<file path="src/rtl/clock_victim_scan_pkg.sv">
package clock_victim_scan_pkg;
  typedef enum logic {
    SCAN_IDLE = 1'b0,
    SCAN_RUN  = 1'b1
  } scan_state_e;
endpackage

</file>
<file path="src/rtl/clock_victim_refbits.sv">
// One reference flag per frame; a set request beats a clear request on the same frame.
module clock_victim_refbits #(
  parameter int NUM_FRAMES = 8,
  localparam int IDX_W = (NUM_FRAMES > 1) ? $clog2(NUM_FRAMES) : 1
) (
  input  logic                  clk,
  input  logic                  rst_n,
  input  logic                  set_valid,
  input  logic [IDX_W-1:0]      set_idx,
  input  logic                  clr_valid,
  input  logic [IDX_W-1:0]      clr_idx,
  output logic [NUM_FRAMES-1:0] bits
);
  for (genvar g = 0; g < NUM_FRAMES; g++) begin : g_frame
    logic set_hit, clr_hit, bit_en, bit_d, bit_q;

    always_comb begin
      set_hit = set_valid && (set_idx == IDX_W'(g));
      clr_hit = clr_valid && (clr_idx == IDX_W'(g));
      bit_en  = set_hit || clr_hit;
      bit_d   = set_hit;
    end

    always_ff @(posedge clk or negedge rst_n) begin
      if (!rst_n) begin
        bit_q <= 1'b0;
      end else if (bit_en) begin
        bit_q <= bit_d;
      end
    end

    assign bits[g] = bit_q;
  end
endmodule

</file>
<file path="src/rtl/clock_victim_hand.sv">
// Circular hand pointer, wraps at the last frame.
module clock_victim_hand #(
  parameter int NUM_FRAMES = 8,
  localparam int IDX_W = (NUM_FRAMES > 1) ? $clog2(NUM_FRAMES) : 1,
  localparam logic [IDX_W-1:0] LAST_IDX = IDX_W'(NUM_FRAMES - 1)
) (
  input  logic             clk,
  input  logic             rst_n,
  input  logic             advance,
  output logic [IDX_W-1:0] hand
);
  logic [IDX_W-1:0] hand_d, hand_q;

  always_comb begin
    if (hand_q == LAST_IDX) begin
      hand_d = '0;
    end else begin
      hand_d = hand_q + IDX_W'(1);
    end
  end

  always_ff @(posedge clk or negedge rst_n) begin
    if (!rst_n) begin
      hand_q <= '0;
    end else if (advance) begin
      hand_q <= hand_d;
    end
  end

  assign hand = hand_q;
endmodule

</file>
<file path="src/rtl/clock_victim_ctrl.sv">
// Scan sequencer: idle until a request, then one frame per cycle until a victim is found.
module clock_victim_ctrl
  import clock_victim_scan_pkg::*;
#(
  parameter int NUM_FRAMES = 8,
  localparam int IDX_W = (NUM_FRAMES > 1) ? $clog2(NUM_FRAMES) : 1
) (
  input  logic             clk,
  input  logic             rst_n,
  input  logic             evict_req,
  input  logic             cur_bit,
  input  logic [IDX_W-1:0] hand,
  output logic             scanning,
  output logic             skip,
  output logic             take,
  output logic             victim_valid,
  output logic [IDX_W-1:0] victim_frame
);
  scan_state_e state_q, state_d;
  logic             vv_d, vv_q;
  logic [IDX_W-1:0] vf_q;

  always_comb begin
    scanning = (state_q == SCAN_RUN);
    skip     = scanning && cur_bit;
    take     = scanning && !cur_bit;
    state_d  = state_q;
    case (state_q)
      SCAN_IDLE: if (evict_req) state_d = SCAN_RUN;
      SCAN_RUN:  if (take)      state_d = SCAN_IDLE;
      default:                  state_d = SCAN_IDLE;
    endcase
    vv_d = take;
  end

  always_ff @(posedge clk or negedge rst_n) begin
    if (!rst_n) begin
      state_q <= SCAN_IDLE;
      vv_q    <= 1'b0;
    end else begin
      state_q <= state_d;
      vv_q    <= vv_d;
    end
  end

  always_ff @(posedge clk or negedge rst_n) begin
    if (!rst_n) begin
      vf_q <= '0;
    end else if (take) begin
      vf_q <= hand;
    end
  end

  assign victim_valid = vv_q;
  assign victim_frame = vf_q;
endmodule

</file>
<file path="src/rtl/clock_victim_scan.sv">
module clock_victim_scan #(
  parameter int NUM_FRAMES = 8,
  localparam int IDX_W = (NUM_FRAMES > 1) ? $clog2(NUM_FRAMES) : 1
) (
  input  logic             clk,
  input  logic             rst_n,
  input  logic             acc_valid,
  input  logic [IDX_W-1:0] acc_frame,
  input  logic             evict_req,
  output logic             victim_valid,
  output logic [IDX_W-1:0] victim_frame,
  output logic             busy
);
  logic [NUM_FRAMES-1:0] ref_bits;
  logic [IDX_W-1:0]      hand_q;
  logic                  cur_bit, scanning, skip, take;

  assign cur_bit = ref_bits[hand_q];
  assign busy    = scanning;

  clock_victim_refbits #(.NUM_FRAMES(NUM_FRAMES)) refbits_i (
    .clk      (clk),
    .rst_n    (rst_n),
    .set_valid(acc_valid),
    .set_idx  (acc_frame),
    .clr_valid(skip),
    .clr_idx  (hand_q),
    .bits     (ref_bits)
  );

  clock_victim_hand #(.NUM_FRAMES(NUM_FRAMES)) hand_i (
    .clk    (clk),
    .rst_n  (rst_n),
    .advance(skip || take),
    .hand   (hand_q)
  );

  clock_victim_ctrl #(.NUM_FRAMES(NUM_FRAMES)) ctrl_i (
    .clk         (clk),
    .rst_n       (rst_n),
    .evict_req   (evict_req),
    .cur_bit     (cur_bit),
    .hand        (hand_q),
    .scanning    (scanning),
    .skip        (skip),
    .take        (take),
    .victim_valid(victim_valid),
    .victim_frame(victim_frame)
  );
endmodule

</file>
<file path="config.mk">
export PLATFORM = sky130hd
export DESIGN_NAME = clock_victim_scan
export DESIGN_NICKNAME = d
export VERILOG_FILES = /design/src/rtl/clock_victim_scan_pkg.sv /design/src/rtl/clock_victim_refbits.sv /design/src/rtl/clock_victim_hand.sv /design/src/rtl/clock_victim_ctrl.sv /design/src/rtl/clock_victim_scan.sv
export SDC_FILE = /design/constraint.sdc
export NUM_CORES = 1
export LEC_CHECK = 0
export BUFFER_PORTS_ARGS = -buffer_cell sky130_fd_sc_hd__buf_4
export CORE_MARGIN = 8
export CORE_UTILIZATION = 58
export DETAILED_ROUTE_END_ITERATION = 10
export PLACE_DENSITY = 0.81
export SYNTH_ARGS = -nofsm -noshare
export SYNTH_HDL_FRONTEND = slang
export SYNTH_SLANG_ARGS = --single-unit
</file>
<file path="constraint.sdc">
create_clock -name clk -period 3.2 [get_ports clk]
set_clock_uncertainty 0.05 [all_clocks]
set_input_delay 0.64 -clock clk [delete_from_list [all_inputs] [get_ports clk]]
set_output_delay 0.64 -clock clk [all_outputs]
set_load 0.005 [all_outputs]
</file>
==> Yosys cells after proc, flatten, opt, wreduce, memory -nomap -nowiden <==
Index checks and enable logic that the tools add are counted.
W data, S select, Z words.
{ "totals": {"regBits": 16, "input_bits": 7} }
{ "classes": {"muxes": 6, "n_addsub": 1, "bitwise_logic": 1, "n_eq_ne": 14, "magnitude_cmp": 1, "n_reduce_logical": 30} }
{ "ops": {"columns": ["operator", "n"], "rows": [
  ["$eq A3 B3 Y1 const B", 8],
  ["$logic_and A1 B1 Y1", 18],
  ["$eq A3 B2 Y1 const B", 4],
  ["$logic_or A1 B1 Y1", 9],
  ["$eq A3 B1 Y1 const B", 2],
  ["$logic_not A3 Y1", 2],
  ["$lt A3 B4 Y1 const B", 1],
  ["$add A3 B1 Y3 const B", 1],
  ["$bmux W1 S3", 1],
  ["$mux W1", 3],
  ["$mux W3", 1],
  ["$pmux W1 S2", 1],
  ["$logic_not A1 Y1", 1],
  ["$not A1 Y1", 1]
]} }

==> Logic depth before layout (Yosys ltp) <==
{ "depth": {"ltp_word": 6, "mapped_depth": 5, "depth_no_buf": 4} }

==> Cells and area by module <==
A second synthesis with hierarchy kept.
{ "hier_totals": {"cells_unflattened": 64, "hier_area_um2": 845.8} }
{ "by_module_without_submodules": {"columns": ["module", "area_per_inst_um2", "cells_per_inst", "seq_area_each_um2", "instances"], "rows": [
  ["clock_victim_refbits", 441.7, 38, 200.2, 1],
  ["clock_victim_ctrl", 191.4, 11, 125.1, 1],
  ["clock_victim_hand", 142.6, 11, 75.1, 1],
  ["clock_victim_scan", 70.1, 4, 0.0, 1]
]} }

==> Least setup slack after synthesis <==
Ideal clock, no wire load.
{ "synth_timing": {"path_kind": "reg2reg", "from": "reg hand_i.hand_q[0] (netlist: hand_i.hand[0])", "to": "reg ctrl_i.vf_q[0] (netlist: ctrl_i.victim_frame[0])", "stages_incl_launch_ff": 6, "t_arrival_ns": 1.411, "setup_time_ns": 0.128, "setup_slack_ns": 1.612, "path_buffers": 1, "cell_sequence": "dfrtp_1 -> buf_6 -> mux2i_1 -> a22o_2 -> o21ai_2 -> mux2_1"} }
{ "synth_between": {"elab_chain_cells": 4} }
{ "synth_rtl": {"columns": ["element", "line_no", "text"], "rows": [
  ["start, declared", "clock_victim_hand.sv:12", "logic [IDX_W-1:0] hand_d, hand_q;"],
  ["start signal, assigned", "clock_victim_hand.sv:26", "hand_q <= hand_d;"],
  ["$bmux W1 S3", "clock_victim_scan.sv:18", "assign cur_bit = ref_bits[hand_q];"],
  ["$mux W1 (implied by the code)", "clock_victim_scan.sv:18", null],
  ["$logic_not A1 Y1", "clock_victim_ctrl.sv:26", "take = scanning && !cur_bit;"],
  ["$logic_and A1 B1 Y1", "clock_victim_ctrl.sv:26", null],
  ["end signal, assigned", "clock_victim_ctrl.sv:50", "vf_q <= hand;"],
  ["end, declared", "clock_victim_ctrl.sv:21", "logic [IDX_W-1:0] vf_q;"]
]} }
Parallel ways exist; a longest one is shown, timed or not. The select of a mux whose other input is x is not followed.
A chain may end at the register's enable or synchronous reset.

==> Final worst setup path <==
{ "layout_timing": {"from": "reg ctrl_i.state_q (netlist: ctrl_i.scanning)", "to": "out busy"} }
{ "layout_lines": {"columns": ["element", "line_no", "text"], "rows": [
  ["start, declared", "clock_victim_ctrl.sv:19", "scan_state_e state_q, state_d;"],
  ["start signal, assigned", "clock_victim_ctrl.sv:41", "state_q <= state_d;"],
  ["end, declared", "clock_victim_scan.sv:12", "output logic busy"]
]} }
No word-level cell between the ends.

==> results list <==
* Status: completed
- Area taken by multi-input logic gates: about 420 um^2
* Most used DFF post-synth: sky130_fd_sc_hd__dfrtp_1
- Summed over all cells, the static leakage comes to 0.0004512 uW.
- After synthesis the cells add up to 853.3 um^2.
- The initial utilization of the core area, before any placement, comes to 0.5941.
- In the final layout, the share of cells above drive strength 1 is 0.2326.
* Die Y-Extent: 54.36 um
- Delay of the slowest cell on the worst path: 0.56 ns
- Measured against its own limit, the worst slew margin works out to 0.7067.
- Insertion delay to the later sink of the worst-skew pair: 0.28 ns
- Fill cells in the final layout number 114.
- After routing the design area is 962.2 um^2.
* Syn Nets: 87
- Of the total power, combinational logic draws 0.467.
* Arr. time, crit path: 1.02 ns
- H-Tree Level Count: 1
- Type of destination of the critical path: primary output
* Antenna violations before repair: 0
* FF+latch count, synth: 16
* Cell-internal power: 580.8 uW
* Proportion of synthesized chip area in sequential cells: 0.4692
- Kind of critical path: register to primary output
* Count of hold-fix buffers inserted at cts: 0
- The analysis attributes to net switching a power of 379.9 uW.
- Pin count of the biggest net entering global routing: 17
* Met3 routed WL: 87 um
- Max FO, Critical Path: 10
* Post-route setup TNS: 0 ns
- In the global route stage, overall resource usage came out at 0.1354.
- The worst register-to-register path has a setup slack of roughly 1.5 ns.
- TritonCTS built the clock tree.
* Cell family with the largest share of critical-path delay: flip-flops
* Detailed-router iteration count before antenna repair: 4
- STA puts the critical path data required time at 2.51 ns.
* Count of flip-flops with a built-in enable after synthesis: 0
- CTS placed an instance of sky130_fd_sc_hd__clkbuf_4 at the clock tree root.
* Pwr/cell area: ~1000 nW/um^2
* Total clock buffers created by CTS: 3
- Finish-stage setup viols: 0
- Row generation in the floorplan step produced 14 rows.
* CTS clock-pin slew for the worst setup and hold paths: 0.09 ns
* Maximum VDD drop: 0.0005208 V
- Traced cell by cell, the critical path runs through buf_4.
- Hold Crit Class: input pin to async pin
- For this block, the routed nets add up to around 1.7 mm of wire.
- The worst setup path is launched from a register.
- Number of I/O port buffers: 11
* Via count: approximately 610
- Routed signal wires occupy layers up through met4.
- Yosys mapped the design onto 27 distinct sky130hd cell types.
- Pin placement for this block handled 12 I/O pins.
- Setup slack after placement: 1.517 ns
* Routed length per instance: 16.24 um
* Share of power burned in registers: 0.427
* Synth area leader: sky130_fd_sc_hd__dfrtp_1
- The most common cell in the synthesized netlist is sky130_fd_sc_hd__dfrtp_1.
- Remaining global-route overflow: 0
* Number of max-cap violations: 0
- Yosys attributes the largest share of cell area to sky130_fd_sc_hd__dfrtp_1, sky130_fd_sc_hd__ha_1, sky130_fd_sc_hd__o2bb2ai_1, sky130_fd_sc_hd__mux2i_1, sky130_fd_sc_hd__nand2b_1.
* Vias/cell: 6.010
- After synthesis, the mean cell area works out to about 12 um^2.
* Half-perimeter wire length after placement: 1.291 mm
* Routability-driven placement congestion ratio: 0.8913
- Placed standard-cell area: 939.7 um^2
* Number of cells produced by synthesis: between 70 and 80
* Global-route wire length before repair: 2.863 mm
- R2r worst-path depth: 4
- The Yosys step of the flow raised 0 warnings.
- Clock share of power: 0.106
- Post-CTS Resized: 0
- 0 antenna diodes ended up in the layout.
- The floorplan step defined a die boundary enclosing 2954 um^2.
* Core area: 1436 um^2
- Final setup margin: 1.492 ns
- Counting every sink on the clock net gives 16.
- Cell types with the highest counts after synthesis: sky130_fd_sc_hd__dfrtp_1, sky130_fd_sc_hd__ha_1, sky130_fd_sc_hd__o2bb2ai_1
* Iteration-0 DRC Markers: 17
* Antenna Nets Post-Route: 0
* Clk buf depth: 2
- Of the available clock period, the critical path in the final layout requires 0.5338.
- Growth of design area from synthesis to finish: 12.76%
* Seq. cell area: 400.4 um^2
- Post-synth top area share: 0.4692
* DRC violations left: 0
* Final-report max-slew violation count: 0
- Met2 routed wirelength: 789 um
- At the pin with the least slew margin, the transition time is 0.4399 ns.
- For this run, asynchronously set or reset flops after synthesis account for 1.000.
- The via count of the first global-routing pass came to 635.
* Switching part of the total: 0.3955
- The net count of the finished layout is 101.
- Highest achievable clock rate: 585.4 MHz
- Startpoint of the lowest-slack register-to-register path: hand_i.hand[0]
- The worst path needs around 1.7 ns of the cycle, external delays included.
- Die outline width: around 54 um
- Once the clock tree was built, the setup fixing pass inserted 0 buffers.
* Worst reg2reg path endpoint: ctrl_i.victim_frame[0]
- Critical-path cell with the highest stage delay: sky130_fd_sc_hd__dfrtp_1
- RSZ-0062 raised after global routing: false
- Counting both buffers and inverters, the worst setup path holds a total of 1.
- Hold violation count in the final report: 0
- After detailed routing, the wire length on met1 is 730 um.
[logic make-up (layout without fill, tap and decap cells)]
logic type / Yosys count / in the layout / share of synthesized area
AO/OA/AOI/OAI: 17 / 17 / 0.1759
adder cells (fa/ha/maj): 6 / 6 / 0.08797
buffers and inverters: 7 / 19 / 0.04105
flip-flops: 16 / 16 / 0.4692
multiplexers: 7 / 7 / 0.09237
AND/OR/NAND/NOR: 21 / 21 / 0.1334
[registers in the layout, indices dropped and copies added, names as in the netlist]
register / count
ctrl_i.victim_valid: 1
ctrl_i.scanning: 1
hand_i.hand: 3
refbits_i.g_frame.bit_q: 8
ctrl_i.victim_frame: 3
[routing by layer]
layer	vias up	GRT usage
met4	0	0.09836
li1	299	-
met2	17	0.2195
met5	-	0
met3	4	0.02717
met1	293	0.1547
[metrics by stage]
stage | hold WS, ns | utilization | std cells | power (uW)
2_1_floorplan | 0.2944 | - | 74 | 735.2
3_3_place_gp | 0.4191 | 0.6542 | 99 | 847.5
3_5_place_dp | 0.4290 | 0.6542 | 99 | 863.1
4_1_cts | 0.1430 | 0.6699 | 102 | 967.7
5_1_grt | 0.1578 | 0.6699 | 102 | 1041
6_report | 0.1455 | 0.6699 | 102 | 960.8
[final cells by class]
type / count / share of cell area
timing repair buffer: 11 / 0.08583
clock buffer: 3 / 0.02341
multi-input combinational: 51 / 0.4343
tap: 16 / 0.02081
inverter: 5 / 0.01951
sequential: 16 / 0.4161
[power groups by stage]
| stage | combinational [uW] | sequential [uW] | clock (uW) |
|---|---|---|---|
| after global routing | 501 | 426 | 114 |
| after detailed placement | 449 | 414 | 0 |
| after CTS | 452 | 409 | 107 |
| after global placement | 439 | 409 | 0 |
| after floorplan | 368 | 367 | 0 |
| final | 448 | 411 | 102 |
[placed cells by master, fill, tap and decap left out, types with 3 or more instances in the layout]
cell type	netlist	final
sky130_fd_sc_hd__mux2i_1	3	3
sky130_fd_sc_hd__nand4_1	3	3
sky130_fd_sc_hd__inv_1	5	5
sky130_fd_sc_hd__clkbuf_4	0	3
sky130_fd_sc_hd__nand3_1	5	5
sky130_fd_sc_hd__nand2b_1	4	4
sky130_fd_sc_hd__nand2_1	3	3
sky130_fd_sc_hd__buf_4	0	11
sky130_fd_sc_hd__o2bb2ai_1	6	6
sky130_fd_sc_hd__dfrtp_1	16	16
sky130_fd_sc_hd__ha_1	6	6
[worst max path at each step]
stage / endpoint / depth (start not counted) / start / slack (ns)
after detailed placement: ctrl_i.victim_frame[0] / 4 / hand_i.hand[0] / 1.52
after floorplan: ctrl_i.victim_frame[0] / 5 / hand_i.hand[0] / 1.61
final: busy / 1 / ctrl_i.scanning / 1.49
after global placement: ctrl_i.victim_frame[1] / 4 / hand_i.hand[0] / 1.53
after CTS: busy / 1 / ctrl_i.scanning / 1.49
after global routing: refbits_i.g_frame[0].bit_q / 4 / hand_i.hand[0] / 1.41
(Power assumes the default switching activity.)
